===== config.mk =====
export PLATFORM = sky130hd
export DESIGN_NAME = range_gray_encoder
export DESIGN_NICKNAME = d
export VERILOG_FILES = /design/src/rtl/range_gray_encoder_pkg.sv /design/src/rtl/range_gray_encoder_ctl.sv /design/src/rtl/range_gray_encoder_dp.sv /design/src/rtl/range_gray_encoder.sv
export SDC_FILE = /design/constraint.sdc
export NUM_CORES = 1
export LEC_CHECK = 0
export ABC_AREA = 0
export ABC_CLOCK_PERIOD_IN_PS = 7300
export CORE_UTILIZATION = 65
export CTS_BUF_LIST = sky130_fd_sc_hd__clkbuf_8
export CTS_CLUSTER_DIAMETER = 120
export DETAILED_ROUTE_END_ITERATION = 10
export DONT_BUFFER_PORTS = 1
export PLACE_DENSITY = 0.84
export SLEW_MARGIN = 5
export SYNTH_ARGS = -nofsm -noshare
export SYNTH_HDL_FRONTEND = slang
export SYNTH_HIERARCHICAL = 1
export SYNTH_SLANG_ARGS = --single-unit
export TNS_END_PERCENT = 5

===== constraint.sdc =====
create_clock -name clk -period 7.3 [get_ports clk]
set_input_delay 1.095 -clock clk [delete_from_list [all_inputs] [get_ports clk]]
set_output_delay 1.095 -clock clk [all_outputs]
set_load 0.03 [all_outputs]

===== src/rtl/range_gray_encoder_pkg.sv =====
package range_gray_encoder_pkg;

  // strobes from control to datapath
  typedef struct packed {
    logic rowWe;    // row write, index already range-checked
    logic cntWe;    // live-row count write
    logic capture;  // register the lookup result
  } ctlStrobes_t;

endpackage


===== src/rtl/range_gray_encoder_ctl.sv =====
module range_gray_encoder_ctl
  import range_gray_encoder_pkg::*;
#(
  parameter int DEPTH = 9,
  parameter int IDX_W = 4
) (
  input  logic             clk,
  input  logic             rstN,
  input  logic             cfgRowWe,
  input  logic [IDX_W-1:0] cfgIdx,
  input  logic             cfgCntWe,
  input  logic             keyValid,
  output ctlStrobes_t      strobes,
  output logic             outValid
);

  localparam int IDX_SPAN = 1 << IDX_W;

  logic idxInRange;

  generate
    if (IDX_SPAN > DEPTH) begin : g_idxCheck
      assign idxInRange = (int'(cfgIdx) < DEPTH);
    end else begin : g_idxFull
      assign idxInRange = 1'b1;
    end
  endgenerate

  always_comb begin
    strobes.rowWe   = cfgRowWe && idxInRange;
    strobes.cntWe   = cfgCntWe;
    strobes.capture = keyValid;
  end

  always_ff @(posedge clk) begin
    if (!rstN) outValid <= 1'b0;
    else       outValid <= keyValid;
  end

  AST_ROW_WE_IN_RANGE: assert property (@(posedge clk) disable iff (!rstN)
    strobes.rowWe |-> (int'(cfgIdx) < DEPTH));

endmodule


===== src/rtl/range_gray_encoder_dp.sv =====
module range_gray_encoder_dp
  import range_gray_encoder_pkg::*;
#(
  parameter int             FIELD_W  = 5,
  parameter int             CODE_W   = 4,
  parameter int             DEPTH    = 9,
  parameter int             IDX_W    = 4,
  parameter int             CNT_W    = 4,
  parameter logic [CODE_W-1:0] DEF_CODE = '0
) (
  input  logic               clk,
  input  logic               rstN,
  input  ctlStrobes_t        strobes,
  input  logic [IDX_W-1:0]   cfgIdx,
  input  logic [FIELD_W-1:0] cfgBound,
  input  logic [CODE_W-1:0]  cfgCode,
  input  logic [CNT_W-1:0]   cfgCnt,
  input  logic [FIELD_W-1:0] keyValue,
  output logic [CODE_W-1:0]  outCode
);

  localparam logic [CNT_W-1:0] MAX_CNT = CNT_W'(DEPTH);

  logic [FIELD_W-1:0] boundTab [DEPTH];
  logic [CODE_W-1:0]  codeTab  [DEPTH];
  logic [CNT_W-1:0]   liveCnt;
  logic [DEPTH-1:0]   rowHit;
  logic [CODE_W-1:0]  selCode;

  // per-row storage and parallel compare
  generate
    for (genvar r = 0; r < DEPTH; r++) begin : g_row
      always_ff @(posedge clk) begin
        if (!rstN) begin
          boundTab[r] <= '0;
          codeTab[r]  <= '0;
        end else if (strobes.rowWe && (int'(cfgIdx) == r)) begin
          boundTab[r] <= cfgBound;
          codeTab[r]  <= cfgCode;
        end
      end
      assign rowHit[r] = (CNT_W'(r) < liveCnt) && (boundTab[r] <= keyValue);
    end
  endgenerate

  // highest live row at or below the key wins
  always_comb begin
    selCode = DEF_CODE;
    for (int r = 0; r < DEPTH; r++) begin
      if (rowHit[r]) selCode = codeTab[r];
    end
  end

  always_ff @(posedge clk) begin
    if (!rstN) begin
      liveCnt <= '0;
      outCode <= DEF_CODE;
    end else begin
      if (strobes.cntWe) liveCnt <= (cfgCnt > MAX_CNT) ? MAX_CNT : cfgCnt;
      if (strobes.capture) outCode <= selCode;
    end
  end

  AST_COUNT_BOUNDED: assert property (@(posedge clk) disable iff (!rstN)
    liveCnt <= MAX_CNT);
  AST_CODE_HOLDS: assert property (@(posedge clk) disable iff (!rstN)
    !strobes.capture |=> $stable(outCode));
  AST_EMPTY_GIVES_DEFAULT: assert property (@(posedge clk) disable iff (!rstN)
    (strobes.capture && liveCnt == '0) |=> (outCode == DEF_CODE));

endmodule


===== src/rtl/range_gray_encoder.sv =====
module range_gray_encoder
  import range_gray_encoder_pkg::*;
#(
  parameter int                FIELD_W  = 5,
  parameter int                CODE_W   = 4,
  parameter int                DEPTH    = 9,
  parameter logic [CODE_W-1:0] DEF_CODE = '0,
  localparam int               IDX_W    = (DEPTH > 1) ? $clog2(DEPTH) : 1,
  localparam int               CNT_W    = $clog2(DEPTH + 1)
) (
  input  logic               clk,
  input  logic               rstN,
  input  logic               cfgRowWe,
  input  logic [IDX_W-1:0]   cfgIdx,
  input  logic [FIELD_W-1:0] cfgBound,
  input  logic [CODE_W-1:0]  cfgCode,
  input  logic               cfgCntWe,
  input  logic [CNT_W-1:0]   cfgCnt,
  input  logic               keyValid,
  input  logic [FIELD_W-1:0] keyValue,
  output logic               outValid,
  output logic [CODE_W-1:0]  outCode
);

  ctlStrobes_t strobes;

  range_gray_encoder_ctl #(.DEPTH(DEPTH), .IDX_W(IDX_W)) i_ctl (
    .clk(clk), .rstN(rstN), .cfgRowWe(cfgRowWe), .cfgIdx(cfgIdx),
    .cfgCntWe(cfgCntWe), .keyValid(keyValid), .strobes(strobes),
    .outValid(outValid)
  );

  range_gray_encoder_dp #(
    .FIELD_W(FIELD_W), .CODE_W(CODE_W), .DEPTH(DEPTH), .IDX_W(IDX_W),
    .CNT_W(CNT_W), .DEF_CODE(DEF_CODE)
  ) i_dp (
    .clk(clk), .rstN(rstN), .strobes(strobes), .cfgIdx(cfgIdx),
    .cfgBound(cfgBound), .cfgCode(cfgCode), .cfgCnt(cfgCnt),
    .keyValue(keyValue), .outCode(outCode)
  );

  AST_VALID_AFTER_KEY: assert property (@(posedge clk) disable iff (!rstN)
    keyValid |=> outValid);
  AST_NO_VALID_WITHOUT_KEY: assert property (@(posedge clk) disable iff (!rstN)
    !keyValid |=> !outValid);

endmodule


==> results.md <==
* Critical path depth at 9
* Vias post-DR at 3394
* Final hold viol count at 0
* Internal power at 910 uW
* CP dominant cell by count: a21oi_1
* Fmax at 319 MHz
* Number of port buffers at 0
* Worst path cell trace: inv_1 -> ha_1 -> nand4_1 -> mux2i_1 -> a21oi_1 -> a21oi_1 -> or4b_4 -> a211o_1 -> a31o_1
* Worst reg2reg setup slack at 4.79 ns
* Clk sink count at 90
* Crit end category: flop
* Iter 0 DRT Violations at 273
* Core ar. at 7330 um^2
* Die height at 89.7 um
* Crit Path Class: input pin to flop
* Most used DFF post-synth: edfxtp_1
* Total track usage at 29.9%
* # hold bufs at CTS at 0
* Syn_nets at 500
* Top-count cell post-synth: and2_1
* First drt pass iteration count at 4
* Mapped Area at 5000 um^2
* Postcts setup bufs at 0
* Net count, final at 511
* TNS Setup at 0 ns
* Net Sw Frac at 23.1%
* Worst Setup Start Kind: input pin
* Sequential area share after synthesis at 52.2%
* #FFs+latches synth at 90
* Global-route wire length before repair at 17.8 mm
* Worst Path Buf+Inv at 1
* EDFF count, synth at 81
* Initial antenna violation count at 0
* P_sw at 273 uW
* GRT overflow at 0
* CP peak stage delay at 0.61 ns
* Synth async-reset ratio at 0%
* CTS buffer count at 9
* Top post-synthesis cells by area: edfxtp_1 49%, ha_1 11%, and2_1 11%, dfxtp_1 3.6%, mux2i_1 1.8%
* Worst skew pair latency at 0.36 ns
* Share of cells above drive strength 1 at 7.66%
* Total die area at 8050 um^2
* Logic pwr share at 12.1%
* Final WL at 11.3 mm
* Unrepaired setup endpoints after global routing: false
* Max-cap violations at 0
* Yosys top cell area share at 48.6%
* Worst slew pin tran at 1.22 ns
* Placed wire-length estimate at 8.49 mm
* Fin util at 73.7%
* Hold Path Depth at 2
* Delay-heaviest family, CP: compound AO/OA/AOI/OAI gates
* Worst Path Max Fanout at 9
* Synth top cells by count: 85 x and2_1, 81 x edfxtp_1, 45 x ha_1, 20 x inv_1, 20 x nor2_1
* Area grow syn2layout at 8.05%
* Post-route minimum period at 3.13 ns
* Distinct cell type count after synthesis at 51
* Peak VDD IR at 0.000163 V
* CTS tree: done
* R2R depth at 8
* Wire per inst at 20.9 um
* Max clock buf depth at 2
* Endpoints failing setup at 0
* Routability cong. at 0.933
* DIE WIDTH at 89.7 um
* Floorplan row count at 31
* Worst min path class: flop to flop
* Vias in the first global route at 3427
* Clock power frac at 36.1%
* Worst path arrival time at 3.39 ns
* Skew final at 0.0101 ns
* H-tree levels at 3
* Final Max Slew Viols at 0
* Flop pwr share at 51.8%
* CP required at 7.56 ns
* Initial Util at 68.3%
* Cell taking the most area after synthesis: edfxtp_1
* Final Cycle Share at 42.9%
* Slew headroom at 17.8%
* Total I/O pin count at 32
* Antenna Nets Post-Route at 0
* CTS root buffer: clkbuf_8
* P_leak at 0.00210 uW
* Syn avg cell area at 11.7 um^2
* Synth Instances at 428
* Final hold slack at 0.630 ns
* PwrDens at 219 nW/um^2
* Worst-path clk slew at 0.09 ns
* Slowest cell on the critical path: or4b_4
* DRC at 0
* Post_cts resized at 0
* Diode count at 0
* Largest net degree at the start of global routing at 22
* Status: completed
* Synth Warn # at 6
* DR vias/cell at 6.25
## power by group through the flow
stage                     registers (uW)  clock network, uW  logic, uW
after detailed placement             624                  0        140
after global placement               623                  0        131
final                                612                427        144
after floorplan                      618                  0        107
after CTS                            612                430        142
after global routing                 615                450        158
## sequential cells by signal (all words and copies together) (netlist names)
| register | count |
|---|---|
| i_ctl/outValid | 1 |
| i_dp/boundTab | 45 |
| i_dp/codeTab | 36 |
| i_dp/liveCnt | 4 |
| i_dp/outCode | 4 |
## worst register-to-register path, cell delays in order, from the launching register on
cell	delay [ns]
edfxtp_1	0.38
ha_1	0.31
nor2b_1	0.14
o211ai_1	0.09
a21oi_1	0.21
a21oi_1	0.18
or4b_4	0.62
a211o_1	0.26
a31o_1	0.22
## kinds of logic (layout without fill, tap and decap cells)
kind of cell	count (synthesis)	after routing	synth area share [%]
mux	13	13	2.70
buf+inv	27	43	2.18
flops	90	90	52.2
fa+ha+maj	45	45	11.3
simple gates	171	171	19.9
compound gates	82	82	11.8
## per-stage QoR
step | instance area (um^2) | total power (uW) | instances | worst slack (ns)
finish | 5410 | 1180 | 543 | 4.17
global route | 5410 | 1220 | 543 | 4.04
CTS | 5410 | 1180 | 543 | 4.15
detailed placement | 5150 | 764 | 527 | 3.80
global placement | 5150 | 754 | 527 | 3.86
floorplan | 5000 | 725 | 428 | 4.15
## routing by layer
layer | up-vias | wire (um) | global-route usage [%]
li1 | 1605 | - | -
met1 | 1622 | 4870 | 39.1
met2 | 141 | 5430 | 48.5
met3 | 26 | 749 | 6.43
met4 | 0 | 272 | 12.4
met5 | - | 0 | 0
## area by class of cell
cell class / count / area (um^2)
Inverter: 21 / 78.8
Fill cell: 489 / 1920
Timing Repair Buffer: 6 / 45.0
Clock inverter: 7 / 133
Sequential cell: 90 / 2610
Multi-Input combinational cell: 311 / 2290
Tap cell: 99 / 124
Clock buffer: 9 / 124
## worst paths after layout
kind / start / end
setup / recovery: keyValue[2] / i_dp/outCode[3]
hold / removal: i_dp/codeTab[4][1] / i_dp/outCode[1]
setup reg to reg: i_dp/boundTab[6][1] / i_dp/outCode[3]
hold reg to reg: i_dp/codeTab[4][1] / i_dp/outCode[1]
## placed cells by master, fill, tap and decap left out, drive strengths merged, types with 9 or more instances in the layout
cell / Yosys / routed
and2: 85 / 85
edfxtp: 81 / 81
ha: 45 / 45
inv: 21 / 22
nor2: 22 / 22
o21ai: 22 / 22
a21oi: 15 / 15
nand2: 14 / 14
nor3: 14 / 14
clkbuf: 4 / 9
dfxtp: 9 / 9
mux2i: 9 / 9
Note: power is estimated with default switching activity, not from simulation.
